**src/rtl/dmod_pkg.sv**
```systemverilog
package dmod_pkg;
    typedef enum logic {
        PH_A = 1'b0,
        PH_B = 1'b1
    } dmod_phase_e;
endpackage

```
**src/rtl/dmod_ratio_sel.sv**
```systemverilog
module dmod_ratio_sel
    import dmod_pkg::*;
#(
    parameter int RW = 4,
    parameter int CW = 4
) (
    input  logic              dual,
    input  dmod_phase_e       ph,
    input  logic [RW-1:0]     ra,
    input  logic [RW-1:0]     rb,
    input  logic [CW-1:0]     ca,
    input  logic [CW-1:0]     cb,
    output logic [RW-1:0]     ratio_o,
    output logic [CW-1:0]     reps_o
);
    // Phase B only exists in dual mode; single mode always uses phase A fields.
    always_comb begin
        if (dual && ph == PH_B) begin
            ratio_o = rb;
            reps_o  = cb;
        end else begin
            ratio_o = ra;
            reps_o  = ca;
        end
    end
endmodule

```
**src/rtl/dmod_seq.sv**
```systemverilog
module dmod_seq
    import dmod_pkg::*;
#(
    parameter int RW = 4,
    parameter int CW = 4
) (
    input  logic              clk,
    input  logic              rst_n,
    input  logic              en,
    input  logic              dual_i,
    input  logic [RW-1:0]     ra_i,
    input  logic [RW-1:0]     rb_i,
    input  logic [CW-1:0]     ca_i,
    input  logic [CW-1:0]     cb_i,
    input  logic [RW-1:0]     cur_ratio,
    input  logic [CW-1:0]     cur_reps,
    output logic              run_o,
    output logic              dual_o,
    output dmod_phase_e       ph_o,
    output logic [RW-1:0]     ra_o,
    output logic [RW-1:0]     rb_o,
    output logic [CW-1:0]     ca_o,
    output logic [CW-1:0]     cb_o,
    output logic [RW-1:0]     cnt_o
);
    typedef struct packed {
        logic              run;
        logic              dual;
        logic [RW-1:0]     ra;
        logic [RW-1:0]     rb;
        logic [CW-1:0]     ca;
        logic [CW-1:0]     cb;
        dmod_phase_e       ph;
        logic [CW-1:0]     rep;
        logic [RW-1:0]     cnt;
    } seq_t;

    seq_t seq_d, seq_q;
    logic prd_end;

    assign prd_end = seq_q.run && (seq_q.cnt == cur_ratio);

    always_comb begin
        seq_d = seq_q;
        if (!en) begin
            seq_d = '0;
        end else if (!seq_q.run || (prd_end && !seq_q.dual) ||
                     (prd_end && seq_q.rep == cur_reps && seq_q.ph == PH_B)) begin
            // load point: start, single-mode period end, dual-cycle end
            seq_d.run  = 1'b1;
            seq_d.dual = dual_i;
            seq_d.ra   = ra_i;
            seq_d.rb   = rb_i;
            seq_d.ca   = ca_i;
            seq_d.cb   = cb_i;
            seq_d.ph   = PH_A;
            seq_d.rep  = '0;
            seq_d.cnt  = '0;
        end else if (prd_end) begin
            seq_d.cnt = '0;
            if (seq_q.rep == cur_reps) begin
                seq_d.rep = '0;
                seq_d.ph  = PH_B;
            end else begin
                seq_d.rep = seq_q.rep + 1'b1;
            end
        end else begin
            seq_d.cnt = seq_q.cnt + 1'b1;
        end
    end

    always_ff @(posedge clk or negedge rst_n) begin
        if (!rst_n) seq_q <= '0;
        else        seq_q <= seq_d;
    end

    assign run_o  = seq_q.run;
    assign dual_o = seq_q.dual;
    assign ph_o   = seq_q.ph;
    assign ra_o   = seq_q.ra;
    assign rb_o   = seq_q.rb;
    assign ca_o   = seq_q.ca;
    assign cb_o   = seq_q.cb;
    assign cnt_o  = seq_q.cnt;

    AST_CNT_BOUND: assert property (@(posedge clk) disable iff (!rst_n)
        seq_q.run |-> seq_q.cnt <= cur_ratio);
    AST_SINGLE_PHASE_A: assert property (@(posedge clk) disable iff (!rst_n)
        (seq_q.run && !seq_q.dual) |-> seq_q.ph == PH_A);
    AST_REP_BOUND: assert property (@(posedge clk) disable iff (!rst_n)
        (seq_q.run && seq_q.dual) |-> seq_q.rep <= cur_reps);
    AST_CFG_HOLD: assert property (@(posedge clk) disable iff (!rst_n)
        (seq_q.run && en && !prd_end) |=>
            $stable({seq_q.dual, seq_q.ra, seq_q.rb, seq_q.ca, seq_q.cb}));
endmodule

```
**src/rtl/dmod_wave.sv**
```systemverilog
module dmod_wave #(
    parameter int RW = 4
) (
    input  logic              clk,
    input  logic              rst_n,
    input  logic              en,
    input  logic              run,
    input  logic [RW-1:0]     cnt,
    input  logic [RW-1:0]     ratio,
    output logic              wave_o,
    output logic              stb_o
);
    localparam int NW = RW + 1;

    typedef struct packed {
        logic wave;
        logic stb;
    } wave_t;

    wave_t       wv_d, wv_q;
    logic [NW-1:0] len_full;
    logic [NW-1:0] hi_len;

    always_comb begin
        len_full = {1'b0, ratio} + 1'b1;
        hi_len   = len_full >> 1;
        if (hi_len == '0) hi_len = {{(NW-1){1'b0}}, 1'b1};
        wv_d.wave = en && run && ({1'b0, cnt} < hi_len);
        wv_d.stb  = en && run && (cnt == '0);
    end

    always_ff @(posedge clk or negedge rst_n) begin
        if (!rst_n) wv_q <= '0;
        else        wv_q <= wv_d;
    end

    assign wave_o = wv_q.wave;
    assign stb_o  = wv_q.stb;

    AST_IDLE_LOW: assert property (@(posedge clk) disable iff (!rst_n)
        !en |=> (!wv_q.wave && !wv_q.stb));
    AST_STB_WITH_HIGH: assert property (@(posedge clk) disable iff (!rst_n)
        wv_q.stb |-> wv_q.wave);
endmodule

```
**src/rtl/dmod_clkdiv.sv**
```systemverilog
module dmod_clkdiv
    import dmod_pkg::*;
#(
    parameter int RW = 4,
    parameter int CW = 4
) (
    input  logic              clk,
    input  logic              rst_n,
    input  logic              en,
    input  logic              dual_sel,
    input  logic [RW-1:0]     ratio_a,
    input  logic [RW-1:0]     ratio_b,
    input  logic [CW-1:0]     reps_a,
    input  logic [CW-1:0]     reps_b,
    output logic              clk_out,
    output logic              period_start
);
    logic              run_q;
    logic              dual_q;
    dmod_phase_e       ph_q;
    logic [RW-1:0]     ra_q, rb_q, cnt_q, cur_ratio;
    logic [CW-1:0]     ca_q, cb_q, cur_reps;

    dmod_seq #(.RW(RW), .CW(CW)) u_seq (
        .clk       (clk),
        .rst_n     (rst_n),
        .en        (en),
        .dual_i    (dual_sel),
        .ra_i      (ratio_a),
        .rb_i      (ratio_b),
        .ca_i      (reps_a),
        .cb_i      (reps_b),
        .cur_ratio (cur_ratio),
        .cur_reps  (cur_reps),
        .run_o     (run_q),
        .dual_o    (dual_q),
        .ph_o      (ph_q),
        .ra_o      (ra_q),
        .rb_o      (rb_q),
        .ca_o      (ca_q),
        .cb_o      (cb_q),
        .cnt_o     (cnt_q)
    );

    dmod_ratio_sel #(.RW(RW), .CW(CW)) u_sel (
        .dual    (dual_q),
        .ph      (ph_q),
        .ra      (ra_q),
        .rb      (rb_q),
        .ca      (ca_q),
        .cb      (cb_q),
        .ratio_o (cur_ratio),
        .reps_o  (cur_reps)
    );

    dmod_wave #(.RW(RW)) u_wave (
        .clk    (clk),
        .rst_n  (rst_n),
        .en     (en),
        .run    (run_q),
        .cnt    (cnt_q),
        .ratio  (cur_ratio),
        .wave_o (clk_out),
        .stb_o  (period_start)
    );

    AST_RESET_LOW: assert property (@(posedge clk)
        !rst_n |-> (!clk_out && !period_start));
endmodule

```
**config.mk**
```make
export PLATFORM = sky130hd
export DESIGN_NAME = dmod_clkdiv
export DESIGN_NICKNAME = d
export VERILOG_FILES = /design/src/rtl/dmod_pkg.sv /design/src/rtl/dmod_ratio_sel.sv /design/src/rtl/dmod_seq.sv /design/src/rtl/dmod_wave.sv /design/src/rtl/dmod_clkdiv.sv
export SDC_FILE = /design/constraint.sdc
export NUM_CORES = 1
export LEC_CHECK = 0
export CELL_PAD_IN_SITES_DETAIL_PLACEMENT = 1
export CELL_PAD_IN_SITES_GLOBAL_PLACEMENT = 1
export CORE_UTILIZATION = 43
export CTS_CLUSTER_DIAMETER = 200
export CTS_CLUSTER_SIZE = 10
export DETAILED_ROUTE_END_ITERATION = 7
export PLACE_DENSITY_LB_ADDON = 0.1
export SLEW_MARGIN = 20
export SYNTH_ARGS = -nofsm -noshare
export SYNTH_HDL_FRONTEND = slang
export SYNTH_SLANG_ARGS = --single-unit
```
**constraint.sdc**
```tcl
create_clock -name clk -period 2.7 [get_ports clk]
set_input_delay 0.27 -clock clk [delete_from_list [all_inputs] [get_ports clk]]
set_output_delay 0.27 -clock clk [all_outputs]
set_load 0.01 [all_outputs]
```
### Word level (Yosys, flattened, before mapping)

Cells that the tools add are included.

* bits in latches: 0
* memory bits (writable): 0
* bits in registers: 29
* memories: 0
* word-level logic and storage cells: 45
* memory bits (read-only): 0

* shift-type cells: 0
* multipliers: 0
* divide/modulo/power cells: 0
* eq/ne operators: 5
* $add $sub $neg: 3
* magnitude comparators: 1
* muxes and demuxes: 10
* bitwise operators: 0
* reductions and logical operators: 15

Operator list (count)
* $mux W27: 1
* $mux W4: 5
* $mux W18: 1
* $mux W9: 1
* $add A4 B1 Y4 const B: 2
* $eq A4 B4 Y1: 2
* $logic_and A1 B1 Y1: 8
* $ne A3 B1 Y1 const B: 2
* $add A4 B1 Y5 const B: 1
* $logic_not A5 Y1: 1
* $lt A4 B5 Y1: 1
* $mux W5: 1
* $logic_not A4 Y1: 1
* $logic_not A1 Y1: 2
* $logic_or A1 B1 Y1: 2
* $ne A2 B1 Y1 const B: 1
* $reduce_and A2 Y1: 1
* $mux W1: 1

### Depth between registers and ports, before layout

* depth in word-level cells: 9
* gate-level depth with buffers: 10
* mapped depth without buffers: 8

### Modules after synthesis

From an unflattened synthesis, not the netlist that was laid out.

* cells, all modules: 178
* area total of the unflattened synthesis: 1773.0 µm²

Modules (own cells, without submodules)
* dmod_seq: seq. area each 675.6 µm², area each 1476.4 µm², cells an instance 146, instances 1
* dmod_wave: seq. area each 50.0 µm², area each 200.2 µm², cells an instance 23, instances 1
* dmod_ratio_sel: seq. area each 0.0 µm², area each 96.3 µm², cells an instance 9, instances 1

### Least setup slack after synthesis

Ideal clock, no wire load.

* path kind: register to register
* start point: register u_seq.seq_q (netlist bit u_seq.dual_o)
* end point: register u_wave.wv_q (netlist bit u_wave.wave_o)
* data required time: 2.578 ns
* slack: 0.357 ns
* path buffers: 2
* library setup time: 0.122 ns
* stages on the path, launching flop included: 10
* data arrival time: 2.221 ns
* cells stage by stage: dfrtp_1 > buf_6 > nand2_4 > buf_6 > mux2_2 > ha_1 > or3b_2 > ha_1 > and3_1 > a2111oi_1

RTL lines
* start, declared: line dmod_seq.sv:38 `seq_t seq_d, seq_q;`
* start signal, assigned: line dmod_seq.sv:74 `else seq_q <= seq_d;`
* end signal, assigned: line dmod_wave.sv:34 `else wv_q <= wv_d;`
* end, declared: line dmod_wave.sv:20 `wave_t wv_d, wv_q;`

==> impl_metrics.yaml <==
die:
  floorplan.io_pins: 22
  floorplan.die_area_um2: 4280
  rows: 22
  core_area_um2: 3770
  floorplan.initialDensity_pct: 45.9
  die_height_um: 65.4
  dieWidth_um: 65.4
clocking:
  h_tree_lvl_count: 2
  holdBufCountCts: 0
  cts_sinks: 29
  root_buffer: "sky130_fd_sc_hd__clkbuf_8"
  clk_pin_slew_ps: 70
  cts_tree: "yes"
  clk_path_buf_depth: 2
  cts_buffers: 5
  clk-insertion-delay-late_ps: 280
  ctsResizeCount: 0
  cts_setup_buffers: 0
timing:
  finClkSkew_ps: 7.57
  fmax_ghz: 0.396
  finalCritPeriodShare_pct: 93.4
  setup_repair_after_global_routing_missed_its_margin: "no"
  setup-tns-final_ps: 0
  min_period_ps: 2520
  slew_headroom_pct: 69.9
  finalSetupViolations: 0
  max_slew.worst_pin.slew_ps: 449
  finalMaxSlewViolations: 0
  finalHoldViolations: 0
worst_setup_path:
  critPathLaunchType: "flop"
  cp.arrival_ps: 2660
  crit_required_ps: 2840
  critical_path_peak_fanout: 11
  critPathCaptureType: "flop"
  criticalPathCategory: "flop to flop"
power_and_ir_drop:
  max-vdd-ir-drop_uv: 279
  seq_power_share_pct: 41.2
  power_switching_w: 0.000346
  power.density_nw_per_um2: 604
  p_leak_nw: 0.861
  p_comb_share_pct: 21.3
  netSwitchingFraction_pct: 27.7
  p_int_w: 0.000906
  fraction_of_power_consumed_by_the_clock_network_pct: 37.5
synth:
  postSynthNetCount: 184
  async_flop_share_pct: 100
  post_synth_num_cell_types: 47
  yosys_register_bits: 29
  number_of_instances_in_the_synthesized_netlist: 157
  syn_area_per_cell_um2: 11.0
  synth.yosys.seq_area_share_pct: 42.0
  synth-warning-count: 0
  syn_area_um2: 1730
  synth_enable_flop_cells: 0
  synth_ff_type: "sky130_fd_sc_hd__dfrtp_1"
run_status:
  status: "finished, final reports clean"
route:
  first_iter_violations: 52
  detail_route.drc_violations: 0
  wire_per_inst_um: 17.8
  route.vias.total: 1342
  route.antenna.remaining_nets: 0
  drt_wl_total_um: 4080
  detail_route.vias_per_cell: 5.86
  detailedRoute.firstPassIterationCount: 4
cells_and_area:
  n_fill_cell: 400
  final_layout_size_suffix_gt1_share_pct: 16.6
  layout.cells.most_common_list: "sky130_fd_sc_hd__dfrtp_1 (29), sky130_fd_sc_hd__clkdlybuf4s50_1 (21), sky130_fd_sc_hd__a32o_1 (16)"
  layout_commonest_cell: "sky130_fd_sc_hd__dfrtp_1"
  flow.area_growth_from_synthesis_pct: 19.9
  layout.nets: 207
  num_antenna_cells: 0
  finish.instance_area_um2: 2070
  final_util_pct: 55.0
global_routing:
  grt_first_pass_wirelength_um: 7070
  global_route.overflow_total: 0
  grt_max_degree: 30
  grt_antenna_before_repair: 0
  via_count_of_the_first_global_routing_pass: 1426
  total_grt_usage_pct: 22.3
flow_run:
  cap_violations: 0
worst_hold_path:
  min-delay-path-class: "input port to async pin"
placement:
  placedInstanceArea_um2: 1960
  detailedPlacementHpwl_um: 3030
  numPortBuffers: 21
  gp_congestion: 0.896
-- per-layer routing --
metal / share of wire [%] / GRT usage (%) / up-vias
met2: 49 / 37.6 / 23
met1: 46 / 29.2 / 679
met4: 1.1 / 6.79 / 0
met3: 3.3 / 3.65 / 5
li1: - / - / 635
met5: 0 / 0 / -
-- sequential cells by signal, indices dropped and copies added (netlist names) --
signal	count
u_seq.ca_o	4
u_seq.cb_o	4
u_seq.cnt_o	4
u_seq.ra_o	4
u_seq.rb_o	4
u_seq.seq_q	4
u_seq.dual_o	1
u_seq.ph_o	1
u_seq.run_o	1
u_wave.stb_o	1
u_wave.wave_o	1
-- Yosys cell counts (all sizes together) (3+ instances only) --
library cell,n,area [µm²]
buf,5,56.3
inv,7,26.3
a22o,3,28.8
a32o,16,160
nor2,4,15.0
xnor2,9,78.8
o21ai,4,31.3
nand2,15,63.8
ha,7,87.6
a21oi,5,25.0
clkbuf,4,16.3
dfrtp,29,726
nand3,10,55.1
nand2b,4,25.0
and3,3,21.3
-- worst max-delay path, stage by stage (launching register included) --
cell and delay [ps]:
sky130_fd_sc_hd__dfrtp_1 500, sky130_fd_sc_hd__nand2_4 110, sky130_fd_sc_hd__buf_4 200, sky130_fd_sc_hd__mux2i_2 380
sky130_fd_sc_hd__a21oi_1 100, sky130_fd_sc_hd__xor2_1 160, sky130_fd_sc_hd__ha_1 310, sky130_fd_sc_hd__a21oi_1 150
sky130_fd_sc_hd__nor2b_1 70, sky130_fd_sc_hd__a2111oi_1 400
-- worst paths after layout --
kind,from,end,slack (ps),depth (start not counted)
setup / recovery,u_seq.ph_o,u_wave.wave_o,180,9
hold / removal,rst_n,u_seq.cnt_o[1],380,2
setup reg to reg,u_seq.ph_o,u_wave.wave_o,180,9
hold reg to reg,u_seq.cnt_o[3],u_wave.stb_o,520,1
max in group asynchronous,rst_n,u_seq.ra_o[1],2030,2
min in group clk,u_seq.cnt_o[3],u_wave.stb_o,520,1
-- layout make-up --
class	instances	area (µm²)	area share [%]
clock buffer	7	86.3	4.16
timing repair buffer	25	240	11.6
sequential	29	726	35.0
multi-input combinational	112	905	43.6
inverter	7	26.3	1.27
tap	48	60.1	2.90
clock inverter	1	30.0	1.45
-- stage by stage --
stage	total power, W	hold WS, ps	instances	setup WS [ps]
after global placement	0.000776	497	221	371
after global routing	0.00132	402	229	4.55
after detailed placement	0.000789	517	221	253
final	0.00125	383	229	177
after floorplan	0.000706	-25.6	157	357
after CTS	0.00126	396	229	212
-- power groups by stage --
| stage | logic, W | clock network [W] | registers [W] |
|---|---|---|---|
| finish | 0.000267 | 0.000470 | 0.000516 |
| global route | 0.000297 | 0.000497 | 0.000522 |
| CTS | 0.000270 | 0.000477 | 0.000516 |
| detailed placement | 0.000267 | 0 | 0.000522 |
| global placement | 0.000257 | 0 | 0.000519 |
| floorplan | 0.000198 | 0 | 0.000507 |
-- logic make-up (layout without fill, tap and decap cells) --
| group | count (synthesis) | in the layout | synth area share [%] |
|---|---|---|---|
| buffers and inverters | 16 | 40 | 5.72 |
| flip-flops | 29 | 29 | 42.0 |
| AND/OR/NAND/NOR | 45 | 45 | 14.3 |
| XOR/XNOR | 11 | 11 | 5.57 |
| AO/OA/AOI/OAI | 45 | 45 | 24.7 |
| adder cells (fa/ha/maj) | 7 | 7 | 5.06 |
| multiplexers | 4 | 4 | 2.68 |
(Power assumes the default switching activity.)
